--- src/rtl/fts_pkg.sv ---
package fts_pkg;

  typedef struct packed {
    logic pix_valid;
    logic line_start;
    logic frame_start;
  } fts_flags_t;

endpackage

--- src/rtl/fts_col_counter.sv ---
module fts_col_counter #(
  parameter int LINE_LEN = 800,
  parameter int COL_W    = 10
) (
  input  logic             clk,
  input  logic             rst,
  input  logic             restart,
  output logic [COL_W-1:0] col_q,
  output logic [COL_W-1:0] col_next,
  output logic             line_wrap
);

  localparam logic [COL_W-1:0] COL_LAST = COL_W'(LINE_LEN - 1);

  assign line_wrap = (col_q == COL_LAST);

  always_comb begin
    if (rst || restart)  col_next = '0;
    else if (line_wrap)  col_next = '0;
    else                 col_next = col_q + 1'b1;
  end

  always_ff @(posedge clk) begin
    col_q <= col_next;
  end

endmodule

--- src/rtl/fts_row_counter.sv ---
module fts_row_counter #(
  parameter int ROWS_FIXED = 500,
  parameter int EXTRA_W    = 16,
  parameter int ROW_W      = 17
) (
  input  logic               clk,
  input  logic               rst,
  input  logic               restart,
  input  logic               line_wrap,
  input  logic [EXTRA_W-1:0] extra_in,
  output logic [ROW_W-1:0]   row_q,
  output logic [ROW_W-1:0]   row_next,
  output logic               frame_wrap
);

  localparam logic [ROW_W-1:0] FIXED_LAST = ROW_W'(ROWS_FIXED - 1);

  logic [EXTRA_W-1:0] extra_q;
  logic [ROW_W-1:0]   row_last;

  // Last row index of the frame in progress; extra_q is frozen for the frame.
  assign row_last   = FIXED_LAST + ROW_W'(extra_q);
  assign frame_wrap = line_wrap && (row_q == row_last);

  always_comb begin
    if (rst || restart)  row_next = '0;
    else if (frame_wrap) row_next = '0;
    else if (line_wrap)  row_next = row_q + 1'b1;
    else                 row_next = row_q;
  end

  always_ff @(posedge clk) begin
    row_q <= row_next;
    if (rst || restart || frame_wrap) begin
      extra_q <= extra_in;
    end
  end

endmodule

--- src/rtl/fts_window_decode.sv ---
module fts_window_decode
  import fts_pkg::*;
#(
  parameter int ACT_X0 = 2,
  parameter int ACT_W  = 640,
  parameter int ACT_Y0 = 2,
  parameter int ACT_H  = 480,
  parameter int COL_W  = 10,
  parameter int ROW_W  = 17
) (
  input  logic [COL_W-1:0] col,
  input  logic [ROW_W-1:0] row,
  output fts_flags_t       flags
);

  localparam logic [COL_W-1:0] X_END = COL_W'(ACT_X0 + ACT_W);
  localparam logic [ROW_W-1:0] Y_END = ROW_W'(ACT_Y0 + ACT_H);

  logic x_lo_ok;
  logic y_lo_ok;

  generate
    if (ACT_X0 == 0) begin : g_x_nomargin
      assign x_lo_ok = 1'b1;
    end else begin : g_x_margin
      assign x_lo_ok = (col >= COL_W'(ACT_X0));
    end
    if (ACT_Y0 == 0) begin : g_y_nomargin
      assign y_lo_ok = 1'b1;
    end else begin : g_y_margin
      assign y_lo_ok = (row >= ROW_W'(ACT_Y0));
    end
  endgenerate

  always_comb begin
    flags.pix_valid   = x_lo_ok && (col < X_END) && y_lo_ok && (row < Y_END);
    flags.line_start  = (col == '0);
    flags.frame_start = (col == '0) && (row == '0);
  end

endmodule

--- src/rtl/frame_timing_gen.sv ---
module frame_timing_gen
  import fts_pkg::*;
#(
  parameter int ARRAY_W = 644,
  parameter int ARRAY_H = 484,
  parameter int HBLANK  = 156,
  parameter int VBLANK  = 16,
  parameter int EXTRA_W = 16,
  parameter int ACT_X0  = 2,
  parameter int ACT_W   = 640,
  parameter int ACT_Y0  = 2,
  parameter int ACT_H   = 480,
  localparam int LINE_LEN   = ARRAY_W + HBLANK,
  localparam int ROWS_FIXED = ARRAY_H + VBLANK,
  localparam int COL_W      = $clog2(LINE_LEN),
  localparam int ROW_W      = $clog2(ROWS_FIXED + (2 ** EXTRA_W))
) (
  input  logic               clk,
  input  logic               rst,
  input  logic               restart,
  input  logic [EXTRA_W-1:0] extra_lines,
  output logic [COL_W-1:0]   col_addr,
  output logic [ROW_W-1:0]   row_addr,
  output logic               pix_valid,
  output logic               line_start,
  output logic               frame_start
);

  logic [COL_W-1:0] col_next;
  logic [ROW_W-1:0] row_next;
  logic             line_wrap;
  logic             frame_wrap;
  fts_flags_t       flags_next;
  fts_flags_t       flags_q;

  fts_col_counter #(
    .LINE_LEN (LINE_LEN),
    .COL_W    (COL_W)
  ) u_col (
    .clk       (clk),
    .rst       (rst),
    .restart   (restart),
    .col_q     (col_addr),
    .col_next  (col_next),
    .line_wrap (line_wrap)
  );

  fts_row_counter #(
    .ROWS_FIXED (ROWS_FIXED),
    .EXTRA_W    (EXTRA_W),
    .ROW_W      (ROW_W)
  ) u_row (
    .clk        (clk),
    .rst        (rst),
    .restart    (restart),
    .line_wrap  (line_wrap),
    .extra_in   (extra_lines),
    .row_q      (row_addr),
    .row_next   (row_next),
    .frame_wrap (frame_wrap)
  );

  // Decode the position the counters are about to take, so the flag
  // registers line up with the counter registers.
  fts_window_decode #(
    .ACT_X0 (ACT_X0),
    .ACT_W  (ACT_W),
    .ACT_Y0 (ACT_Y0),
    .ACT_H  (ACT_H),
    .COL_W  (COL_W),
    .ROW_W  (ROW_W)
  ) u_win (
    .col   (col_next),
    .row   (row_next),
    .flags (flags_next)
  );

  always_ff @(posedge clk) begin
    flags_q <= flags_next;
  end

  assign pix_valid   = flags_q.pix_valid;
  assign line_start  = flags_q.line_start;
  assign frame_start = flags_q.frame_start;

  logic unused_wrap;
  assign unused_wrap = frame_wrap;

endmodule

--- config.mk ---
export PLATFORM = sky130hd
export DESIGN_NAME = frame_timing_gen
export DESIGN_NICKNAME = d
export VERILOG_FILES = /design/src/rtl/fts_pkg.sv /design/src/rtl/fts_col_counter.sv /design/src/rtl/fts_row_counter.sv /design/src/rtl/fts_window_decode.sv /design/src/rtl/frame_timing_gen.sv
export SDC_FILE = /design/constraint.sdc
export NUM_CORES = 1
export LEC_CHECK = 0
export BUFFER_PORTS_ARGS = -buffer_cell sky130_fd_sc_hd__buf_2
export CAP_MARGIN = 5
export CORE_UTILIZATION = 30
export CTS_BUF_LIST = sky130_fd_sc_hd__clkbuf_8
export CTS_CLUSTER_SIZE = 25
export DETAILED_ROUTE_END_ITERATION = 6
export PLACE_DENSITY = 0.55
export SYNTH_ARGS = -nofsm -noshare
export SYNTH_HDL_FRONTEND = slang
export SYNTH_SLANG_ARGS = --single-unit
--- constraint.sdc ---
create_clock -name clk -period 7.1 [get_ports clk]
set_clock_uncertainty 0.2 [all_clocks]
set_input_delay 1.775 -clock clk [delete_from_list [all_inputs] [get_ports clk]]
set_output_delay 1.775 -clock clk [all_outputs]
set_load 0.02 [all_outputs]
Word level (Yosys, flattened, before mapping):

Index checks and enable logic that the tools add are counted.

* output and inout bits: 30
* register bits after elaboration: 46
* word-level logic and storage cells: 29
* bits of input ports: 19

* eq/ne operators: 2
* reduce and logical (&&, ||, !) cells: 9
* add/sub/neg operators: 3
* mux-type cells: 5
* $lt $le $gt $ge: 4

Operator list (count)
* two-way mux 17 bit: 3
* two-way mux 10 bit: 2
* adder 17 x 1 -> 17 bit (second input constant): 1
* adder 9 x 16 -> 17 bit (first input constant): 1
* equality test 17 bit: 1
* >= comparator 17 x 2 -> 1 bit (second input constant): 1
* logical NOT 17 bit: 1
* < comparator 17 x 9 -> 1 bit (second input constant): 1
* adder 10 x 1 -> 10 bit (second input constant): 1
* equality test 10 bit (second input constant): 1
* >= comparator 10 x 2 -> 1 bit (second input constant): 1
* logical NOT 10 bit: 1
* < comparator 10 bit (second input constant): 1
* logical AND 1 bit: 5
* logical OR 1 bit: 2

Longest topological paths before layout:

* depth in word-level cells: 8
* depth in mapped cells: 11
* gate-level depth less buffers: 9

Hierarchy:

A second synthesis with hierarchy kept.

* cells, all modules: 259
* area total of the unflattened synthesis: 2566.2 sq um

Modules (own cells, without submodules)
* fts_row_counter: cells an instance 186, sequential area each 820.8 sq um, area an instance 1878.1 sq um, times used 1
* fts_col_counter: cells an instance 50, sequential area each 200.2 sq um, area an instance 452.9 sq um, times used 1
* fts_window_decode: cells an instance 20, sequential area each 0.0 sq um, area an instance 175.2 sq um, times used 1
* frame_timing_gen: cells an instance 3, sequential area each 60.1 sq um, area an instance 60.1 sq um, times used 1

Worst setup path after synthesis:

No wires, ideal clock.

* path type: input to register
* from: input port restart
* to: register flags_q, in the netlist pix_valid
* buffers on the path: 2
* setup time: 0.116 ns
* stages: 8
* data required time: 6.784 ns
* setup slack: 3.543 ns
* arrival time: 3.241 ns
* cell sequence: or2_2 > clkbuf_1 > or2_2 > clkbuf_1 > nor2_1 > mux2i_1 > a2bb2oi_1 > nor3_1

RTL lines
* from (decl): line frame_timing_gen.sv:20 `input logic restart,`
* to (signal assigned): line frame_timing_gen.sv:79 `flags_q <= flags_next;`
* to (decl): line frame_timing_gen.sv:34 `fts_flags_t flags_q;`

Final worst setup path:

* from: register u_col.col_q[0]
* to: register u_row.extra_q[11] (enable)

* longest elaborated chain between the ends: 3

Ends and longest elaborated chain
* from (decl): line fts_col_counter.sv:8 `output logic [COL_W-1:0] col_q,`
* from (signal assigned): line fts_col_counter.sv:24 `col_q <= col_next;`
* equality test 10 bit: line fts_col_counter.sv:15 `assign line_wrap = (col_q == COL_LAST);`
* logical AND 1 bit: line fts_row_counter.sv:23 `assign frame_wrap = line_wrap && (row_q == row_last);`
* logical OR 1 bit: line fts_row_counter.sv:34 `if (rst || restart || frame_wrap) begin`
* to (signal assigned): line fts_row_counter.sv:35 `extra_q <= extra_in;`
* to (decl): line fts_row_counter.sv:18 `logic [EXTRA_W-1:0] extra_q;`

No other way between the ends.
A chain may end at the register's enable or synchronous reset.

==> results.tsv <==
stage	metric	value	unit
die	die_w	98.85	um
worst_setup_path	critPathCapture	u_row.extra_q[11]	
clock_tree	cts_buffer_depth	2	
synth	postSynthAreaPerCell	9.077	sq um
routing	drc	0	
clock_tree	post_cts_buffers	0	
grt	track_usage	13.69	%
timing	setup_violations	0	
synth	syn-cell-area	2814	sq um
power	ir_drop	0.00007309	V
worst_setup_path	rr_startpoint	u_col.col_q[0]	
timing	slew-limit-headroom	44.39	%
synth	synth_edf_count	16	
timing	fmax	0.2789	GHz
clock_tree	cts_tree	done	
power	power_density	156.1	nW/um^2
synth	netlist-cell-type-count	56	
die	start_util	31.65	%
layout	syn2layout_area_growth	13.16	%
synth	synth-async-reset-ratio	0	%
min_path	holdCritStartpoint	u_col.col_q[0]	
grt	grt_pass1_vias	2212	
synth	yosysSeqAreaShare	38.42	%
die	die_h	98.85	um
placement	gp_congestion	0.7972	
grt	grt_max_degree	22	
worst_setup_path	cp_max_fo	21	
worst_setup_path	timing.critical_path.from	u_col.col_q[0]	
timing	tightestPinTransition	0.8297	ns
run	drv_cap	0	
synth	ys_warn_count	0	
clock_tree	cts_root_buffer	clkbuf_8	
routing	num_vias	2291	
synth	syn_nets	332	
layout	num_antenna_cells	0	
synth	synth_flop_cell	dfxtp_1	
clock_tree	post_cts_resized	0	
clock_tree	cts_buffers	5	
timing	final_max_slew_viol_count	0	
die	die_area	9771	sq um
clock_tree	cts.sinks	46	
routing	viasPerCell	5.024	
clock_tree	hold_buffers	0	
grt	grt.overflow.total	0	
layout	fillers	909	
clock_tree	insertion_delay	0.29	ns
worst_setup_path	worst_ep_required_time	6.88	ns
timing	rsz0062_at_grt	no	
worst_setup_path	endpoint_kind	flip-flop	
die	io_pins	49	
placement	dp.final_hpwl	4.819	mm
routing	drt_iter0_drc	87	
synth	synth_top_area_share	21.34	%
die	core_area	8891	sq um
layout	stdcell_count	456	
timing	hold_violations	0	
synth	synth_cells	310	
timing	fin_setup_tns	0	ns
grt	grt_first_pass_wirelength	10.72	mm
timing	period_share	50.50	%
routing	wl_per_cell	13.93	um
timing	finalCriticalPeriod	3.585	ns
synth	synth_common_cells	nor2_1, dfxtp_1, xnor2_1, xor2_1, nand2_1	
min_path	hp-class	flip-flop to flip-flop	
layout	drive_above_1_share	18.68	%
power	p_leak	0.001257	uW
clock_tree	clkTransAtPathRegs	0.08	ns
worst_setup_path	ff2ff_path_depth	7	
worst_setup_path	critPathLaunchType	flip-flop	
routing	dr.pass1.iters	4	
clock_tree	htreeDepth	2	
layout	fin_nets	369	
worst_setup_path	critPathArrivalTime	3.36	ns
routing	drt_wl_total	6.350	mm
worst_setup_path	worstReg2RegEnd	u_row.extra_q[11]	
worst_setup_path	critPathKind	flip-flop to flip-flop	
status	status	finished clean	
placement	dp_cells	448	
synth	yosysMostFrequentCell	nor2_1	
synth	ys_seq_elements	46	
placement	portBuffers	48	
die	rows	34	
synth	synth_area_leaders	dfxtp_1, edfxtp_1, xnor2_1	
synth	yosys.area.top_type	dfxtp_1	
grt	grt_antenna_before_repair	0	
worst_setup_path	r2r_setup_slack	3.51	ns
routing	ant_nets	0	
-- per-layer routing --
metal,vias to the layer above,wire length (um),track usage (%)
met5,-,0,0
met4,0,77,4.478
met3,6,216,2.270
met2,45,2818,21.89
met1,1050,3238,18.74
li1,1190,-,-
-- registers in the layout (all words and copies together), names as in the netlist --
name	cells
pix_valid	1
u_row.row_q	17
u_col.col_q	10
line_start	1
frame_start	1
u_row.extra_q	16
-- logic make-up (layout without fill, tap and decap cells) --
group           count (synthesis)  count (layout)  synth area share (%)
mux                             5               5                 1.823
fa+ha+maj                       3               3                 1.334
buf+inv                        28              66                 4.535
simple gates                  136             136                 27.57
flops                          46              46                 38.42
compound gates                 45              45                 11.69
xor+xnor                       47              47                 14.63
-- worst min-delay path by stage --
| stage | to | slack, ns | cells past startpoint |
|---|---|---|---|
| finish | u_col.col_q[0] | 0.40 | 1 |
| global route | u_col.col_q[0] | 0.44 | 1 |
| CTS | u_col.col_q[0] | 0.40 | 1 |
| detailed placement | u_col.col_q[0] | 0.38 | 1 |
| global placement | u_col.col_q[0] | 0.37 | 1 |
| floorplan | u_col.col_q[0] | 0.41 | 1 |
-- metrics by stage --
step | hold WS (ns) | setup WS (ns) | total power [uW] | instance area, sq um | utilization, %
3_5_place_dp | 0.3827 | 3.439 | 352.2 | 3103 | 34.90
4_1_cts | 0.4009 | 3.511 | 506.8 | 3184 | 35.81
3_3_place_gp | 0.3711 | 3.517 | 351.7 | 3103 | 34.90
5_1_grt | 0.4394 | 3.134 | 524.3 | 3184 | 35.81
2_1_floorplan | 0.4144 | 3.543 | 337.2 | 2814 | -
6_report | 0.4001 | 3.515 | 497.0 | 3184 | 35.81
-- where the power goes --
part / switching (uW) / internal (uW) / total [uW]
sequential: 12.3 / 284 / 296
clock: 85.3 / 66.1 / 151
combinational: 25.9 / 23.8 / 49.8
-- layout make-up --
type	count	area (sq um)	area share, %
tap	108	135.1	4.244
clock inverter	3	12.51	0.3929
inverter	9	33.78	1.061
clock buffer	5	68.82	2.161
multi-input combinational	236	1605	50.41
timing repair buffer	49	247.7	7.780
sequential	46	1081	33.95
-- critical path: stages, from the launching register on --
cell,delay [ns]
dfxtp_1,0.45
ha_1,0.27
nand4_1,0.24
nor3_2,0.74
o2111ai_1,0.23
nor4_1,0.27
a31o_1,0.50
buf_4,0.37
-- cells in the final DEF (no fill, tap or decap), types with 2 or more instances in the layout --
cell       count
nor2_1        33
a211oi_1       2
nand3b_1       2
and4b_1        2
o21a_1         2
nor3b_1        5
ha_1           3
mux2i_1        4
or3_1          4
dfxtp_1       30
and2_1         4
buf_2         48
and4_1         7
nor3_1         6
o21ai_0        6
or3b_1         2
nand2b_1       8
nor2b_1        2
nand4_1        7
a31oi_1        7
o2111ai_1      2
a211o_1        3
and3_1         6
inv_1         10
or2_2          3
o211a_1        2
o22ai_1        2
nor4_4         2
nand2_1       21
nor4b_1        2
clkbuf_8       5
xor2_1        22
a311o_1        2
nand3_1       16
a21oi_1        5
xnor2_1       25
edfxtp_1      16
Note: power is estimated with default switching activity, not from simulation.
